<file path="src/rtl/gpo_pkg.sv">
package gpo_pkg;
  typedef enum logic [1:0] {
    SEL_NONE   = 2'd0,
    SEL_DATA   = 2'd1,
    SEL_SETCLR = 2'd2
  } gpo_sel_e;
endpackage

</file>
<file path="src/rtl/gpo_addr_dec.sv">
module gpo_addr_dec
  import gpo_pkg::*;
#(
  parameter int              ADDR_W   = 4,
  parameter logic [ADDR_W-1:0] DATA_OFS = 'h0,
  parameter logic [ADDR_W-1:0] SC_OFS   = 'h4
) (
  input  logic [ADDR_W-1:0] addr,
  output gpo_sel_e          sel
);
  localparam int IDX_W = ADDR_W - 2;
  localparam logic [IDX_W-1:0] DATA_IDX = DATA_OFS[ADDR_W-1:2];
  localparam logic [IDX_W-1:0] SC_IDX   = SC_OFS[ADDR_W-1:2];

  logic [IDX_W-1:0] word_idx;

  always_comb begin
    word_idx = addr[ADDR_W-1:2];
    if (word_idx == DATA_IDX)      sel = SEL_DATA;
    else if (word_idx == SC_IDX)   sel = SEL_SETCLR;
    else                           sel = SEL_NONE;
  end
endmodule

</file>
<file path="src/rtl/gpo_lane_mask.sv">
module gpo_lane_mask #(
  parameter int BUS_W = 32
) (
  input  logic [BUS_W/8-1:0] strb,
  output logic [BUS_W-1:0]   mask
);
  localparam int LANES = BUS_W / 8;

  for (genvar k = 0; k < LANES; k++) begin : g_lane
    assign mask[8*k +: 8] = {8{strb[k]}};
  end
endmodule

</file>
<file path="src/rtl/gpo_next.sv">
module gpo_next
  import gpo_pkg::*;
#(
  parameter int BUS_W = 32
) (
  input  gpo_sel_e             sel,
  input  logic                 wen,
  input  logic [BUS_W/2-1:0]   cur,
  input  logic [BUS_W-1:0]     wdata,
  input  logic [BUS_W-1:0]     bmask,
  output logic [BUS_W/2-1:0]   nxt,
  output logic                 upd
);
  localparam int DATA_W = BUS_W / 2;

  logic [DATA_W-1:0] set_bits;
  logic [DATA_W-1:0] clr_bits;
  logic [DATA_W-1:0] low_mask;

  always_comb begin
    low_mask = bmask[DATA_W-1:0];
    set_bits = wdata[DATA_W-1:0] & bmask[DATA_W-1:0];
    clr_bits = wdata[BUS_W-1:DATA_W] & bmask[BUS_W-1:DATA_W];
    nxt      = cur;
    upd      = 1'b0;
    if (wen) begin
      unique case (sel)
        SEL_DATA: begin
          nxt = (cur & ~low_mask) | (wdata[DATA_W-1:0] & low_mask);
          upd = 1'b1;
        end
        SEL_SETCLR: begin
          // clear first, then set, so a set control overrides its clear
          nxt = (cur & ~clr_bits) | set_bits;
          upd = 1'b1;
        end
        default: begin
          nxt = cur;
          upd = 1'b0;
        end
      endcase
    end
  end
endmodule

</file>
<file path="src/rtl/gpo_atomic_out.sv">
module gpo_atomic_out
  import gpo_pkg::*;
#(
  parameter int                BUS_W    = 32,
  parameter int                ADDR_W   = 4,
  parameter logic [ADDR_W-1:0] DATA_OFS = 'h0,
  parameter logic [ADDR_W-1:0] SC_OFS   = 'h4
) (
  input  logic                 clk,
  input  logic                 rst_n,
  input  logic [ADDR_W-1:0]    bus_addr,
  input  logic [BUS_W-1:0]     bus_wdata,
  input  logic [BUS_W/8-1:0]   bus_wstrb,
  input  logic                 bus_wen,
  output logic [BUS_W-1:0]     bus_rdata,
  output logic [BUS_W/2-1:0]   out_val
);
  localparam int DATA_W = BUS_W / 2;

  gpo_sel_e          sel;
  logic [BUS_W-1:0]  bmask;
  logic [DATA_W-1:0] out_q;
  logic [DATA_W-1:0] out_d;
  logic              out_en;

  gpo_addr_dec #(
    .ADDR_W  (ADDR_W),
    .DATA_OFS(DATA_OFS),
    .SC_OFS  (SC_OFS)
  ) u_dec (
    .addr(bus_addr),
    .sel (sel)
  );

  gpo_lane_mask #(.BUS_W(BUS_W)) u_mask (
    .strb(bus_wstrb),
    .mask(bmask)
  );

  gpo_next #(.BUS_W(BUS_W)) u_next (
    .sel  (sel),
    .wen  (bus_wen),
    .cur  (out_q),
    .wdata(bus_wdata),
    .bmask(bmask),
    .nxt  (out_d),
    .upd  (out_en)
  );

  always_ff @(posedge clk or negedge rst_n) begin
    if (!rst_n)      out_q <= '0;
    else if (out_en) out_q <= out_d;
  end

  always_comb begin
    bus_rdata = '0;
    if (sel == SEL_DATA) bus_rdata[DATA_W-1:0] = out_q;
  end

  assign out_val = out_q;
endmodule

</file>
<file path="config.mk">
export PLATFORM = sky130hd
export DESIGN_NAME = gpo_atomic_out
export DESIGN_NICKNAME = d
export VERILOG_FILES = /design/src/rtl/gpo_pkg.sv /design/src/rtl/gpo_addr_dec.sv /design/src/rtl/gpo_lane_mask.sv /design/src/rtl/gpo_next.sv /design/src/rtl/gpo_atomic_out.sv
export SDC_FILE = /design/constraint.sdc
export NUM_CORES = 1
export LEC_CHECK = 0
export BUFFER_PORTS_ARGS = -buffer_cell sky130_fd_sc_hd__buf_4
export CAP_MARGIN = 20
export CORE_MARGIN = 3
export CORE_UTILIZATION = 35
export CTS_CLUSTER_SIZE = 24
export DETAILED_ROUTE_END_ITERATION = 12
export PLACE_DENSITY = 0.81
export SYNTH_ARGS = -nofsm -noshare
export SYNTH_HDL_FRONTEND = slang
export SYNTH_SLANG_ARGS = --single-unit
</file>
<file path="constraint.sdc">
create_clock -name clk -period 1 [get_ports clk]
set_input_delay 0.15 -clock clk [delete_from_list [all_inputs] [get_ports clk]]
set_output_delay 0.15 -clock clk [all_outputs]
set_load 0.1 [all_outputs]
</file>
Word-level counts from Yosys, hierarchy flattened. Cells that the tools add are included. Widths: inputs -> output; s select.

Memory bits (writable): 0. Flip-flop bits (word level): 16. Memory bits (read-only): 0. Memories: 0. Input port bits: 43. Bits in latches: 0. Output and inout bits: 48.

$add $sub $neg: 0. Divide/modulo/power cells: 0. Shift-type cells: 0. Multipliers: 0. Muxes and demuxes: 6. Bitwise gates (word level): 8. Order comparisons: 0. Equal/unequal tests: 3. Reductions and logical operators: 4.

Operators by type and width (count): $and 16x16->16 (4); $not 16->16 (2); $or 16x16->16 (2); $pmux 16 s2 (1); $mux 16 (1); $eq 2x1->1 const B (2); $mux 2 (2); $reduce_and 3->1 (1); $eq 2x2->1 const B (1); $logic_not 2->1 (1); $mux 1 (2); $reduce_bool 2->1 (1); $reduce_or 2->1 (1).

Logic depth before layout (Yosys ltp).
Word-level depth: 8. Depth in mapped cells: 5. Mapped depth without buffers: 3.

Hierarchy. Synthesis repeated with hierarchy kept, for this count alone.

Cell total of the unflattened synthesis: 177. Area, all modules: 1675.4 sq um.

By module, submodules not included: gpo_atomic_out (area each 922.1 sq um, times used 1, cells an instance 69); gpo_next (area each 500.5 sq um, times used 1, cells an instance 74); gpo_lane_mask (area each 240.2 sq um, times used 1, cells an instance 32); gpo_addr_dec (area each 12.5 sq um, times used 1, cells an instance 2).

Worst setup path after synthesis. OpenSTA, ideal clock, no wires.

Path kind: reg-to-output. Start point: register out_q[0], in the netlist out_val[0]. End point: output port bus_rdata[0]. Cell stages (with the launch flop): 2. Arrival time: 1782 ps. Required time: 850 ps. Setup slack: -932 ps. Cell sequence: dfrtp_1 and2_1.

Longest elaborated chain between the ends: 1.

RTL lines: from (decl) (line gpo_atomic_out.sv:22) `logic [DATA_W-1:0] out_q;`; from (signal assigned) (line gpo_atomic_out.sv:52) `else if (out_en) out_q <= out_d;`; $mux 16 (line gpo_atomic_out.sv:57) `if (sel == SEL_DATA) bus_rdata[DATA_W-1:0] = out_q;`; to (decl) (line gpo_atomic_out.sv:15) `output logic [BUS_W-1:0] bus_rdata,`.

No other way between the ends.

Worst setup path after layout.
Start point: register out_q[5], in the netlist out_val[5]. End point: output port bus_rdata[5].

Same word-level chain as after synthesis.

==> flow_summary.json <==
{
  "finClkSkew_ns": 0,
  "maxClockFrequency_mhz": 776,
  "cap_violations": 0,
  "holdPathStages": 2,
  "synth_top_area_share_pct": 38.6,
  "grt_pass1_wl_um": 5840,
  "finalPower_mw": 4.23,
  "failed_checks": "negative setup slack",
  "drive_above_1_share_pct": 64.6,
  "end_kind": "output port",
  "drt-initial-drc-count": 122,
  "gp_congestion": 0.798,
  "r2r_cells": 2,
  "synthesis.instances": 109,
  "num_vias": 1243,
  "crit_cells": 2,
  "io_buffers": 72,
  "post-synth-top-count-cell": "and2_1",
  "hold_ws_ns": 0.0844,
  "cts_buffers": 3,
  "die_y_um": 60.4,
  "drv_slew": 0,
  "critPathMaxFanout": 3,
  "drc": 0,
  "grt_max_degree": 17,
  "clock_path_buffers": 2,
  "clk_latency_ns": 0.29,
  "crit_required_ns": 0.85,
  "fp-row-count": 19,
  "hpwl_um": 2610,
  "hold_viol_final": 0,
  "dieWidth_um": 60.4,
  "dieArea_um2": 3650,
  "avgRoutedWirePerCell_um": 21.1,
  "cp_top_family": "flip-flops",
  "final_nets": 234,
  "cp_cell_sequence": "and2_4, buf_12",
  "grt_use_total_pct": 21.6,
  "coreArea_um2": 2780,
  "min_path_type": "in -> reg",
  "ys_warn_count": 0,
  "ant_nets": 0,
  "path_clk_slew_ns": 0.10,
  "ys_types": 14,
  "critPathBufInv": 1,
  "cts_root_buf": "clkbuf_4",
  "clkSinkCount": 16,
  "initial_core_util_pct": 37.2,
  "avgSynthCellArea_um2": 9.50,
  "slowest_delay_ns": 0.52,
  "synth_top_area_cell": "dfrtp_1",
  "worst_slack_ns": -0.288,
  "async_flop_share_pct": 100,
  "ys.flop_type": "dfrtp_1",
  "critical_path_class": "reg -> out",
  "synthTopCellsByCount": "and2_1 (18), a22o_1 (16), and3_1 (16), buf_4 (16), dfrtp_1 (16)",
  "viasPerCell": 5.65,
  "setup_viol": 34,
  "wirelength_um": 4630,
  "io_pins": 91,
  "vdd_drop_max_mv": 1.89,
  "cts_tree": "done",
  "synth_edf_count": 0,
  "ys_ff_latch": 16,
  "syn_area_um2": 1040,
  "ys_top_cells_by_area": "dfrtp_1 (39%), a22o_1 (14%), buf_4 (12%)",
  "start_kind": "flop",
  "powerDensity_nw_per_um2": 2010,
  "rsz0062_at_grt": "true",
  "post-route-min-period_ns": 1.29,
  "firstDrtPassIters": 4,
  "crit_arrival_ns": 1.14,
  "seq_area_frac_synth_pct": 38.6,
  "leakage_nw": 1.04,
  "diodes": 0,
  "status": "finished, violations left",
  "largest_register_ffs": 16,
  "cp_slowest_cell": "dfrtp_4",
  "area_growth_syn_to_layout_pct": 104,
  "post-route-util_pct": 75.8,
  "grt_pass1_vias": 1141,
  "overflow": 0,
  "antenna_found_initial": 0,
  "cts_htree_levels": 1,
  "post-route-period-util_pct": 129
}
==> where the power goes <==
part | internal [mW] | switching (mW)
logic | 0.949 | 1.88
registers | 0.858 | 0.192
clock network | 0.140 | 0.220
==> per-stage QoR <==
stage / cell area, µm² / cells / TNS [ns] / setup slack [ns]
4_1_cts: 1950 / 217 / -6.33 / -0.250
3_3_place_gp: 1670 / 211 / -2.49 / -0.105
6_report: 2110 / 220 / -6.61 / -0.288
2_1_floorplan: 1200 / 124 / -2.17 / -0.136
5_1_grt: 2110 / 220 / -7.07 / -0.299
3_5_place_dp: 1670 / 211 / -3.27 / -0.120
==> cells in the final DEF (no fill, tap or decap) <==
cell type,Yosys,layout
buf_12,0,29
clkbuf_4,0,3
dfrtp_4,0,16
and3_1,16,16
o21ai_1,5,5
and2_1,18,2
buf_8,0,1
dlygate4sd3_1,0,1
a22o_1,16,16
buf_6,2,2
buf_4,16,51
conb_1,1,16
o21ai_0,11,11
and2_4,0,16
nor2b_2,2,2
nor2b_4,1,1
nor2_4,0,1
==> worst reg2reg max path: cells and delay by family, from the launching register on <==
kind	cells	cell delay (ns)
flip-flops	1	0.52
AO/OA/AOI/OAI	1	0.24
buffers and inverters	1	0.15
==> per-layer routing <==
metal / part of all wire [%] / global-route usage (%) / wire length [µm]
met1: 37 / 28.0 / 1700
met2: 50 / 37.2 / 2310
met3: 11 / 2.55 / 531
met4: 2.0 / 7.28 / 93
met5: 0 / 0 / 0
==> worst paths after layout <==
| path | slack (ns) | startpoint | end |
|---|---|---|---|
| worst max-delay path | -0.29 | out_val[5]$_DFFE_PN0P_ | bus_rdata[5] |
| worst min-delay path | 0.08 | bus_wdata[4] | out_val[4]$_DFFE_PN0P_ |
| worst max register to register | -0.03 | out_val[14]$_DFFE_PN0P_ | out_val[14]$_DFFE_PN0P_ |
| worst min register to register | 0.60 | out_val[12]$_DFFE_PN0P_ | out_val[12]$_DFFE_PN0P_ |
| max in group asynchronous | 0.53 | rst_n | out_val[14]$_DFFE_PN0P_ |
| min in group asynchronous | 0.25 | rst_n | out_val[4]$_DFFE_PN0P_ |
==> cell families (layout without fill, tap and decap cells) <==
logic type | Yosys count | in the layout | synth area share (%)
AND/OR/NAND/NOR | 38 | 38 | 24.2
AO/OA/AOI/OAI | 32 | 32 | 21.3
buffers and inverters | 22 | 87 | 15.6
flip-flops | 16 | 16 | 38.6
other | 1 | 16 | 0.362
==> timing repair <==
action,CTS,global route
pin swaps,16,0
setup endpoints to repair,32,32
resized for setup,57,31
hold endpoints to repair,16,0
buffers inserted,2,3
hold buffers,1,0
==> area by class of cell <==
cell class	count	area (µm²)
Tap cell	31	38.8
Fill cell	146	673
Sequential cell	16	460
Multi-Input combinational cell	86	576
Timing Repair Buffer	84	1010
Clock buffer	3	22.5
No activity file was read; power rests on OpenSTA's default activity.
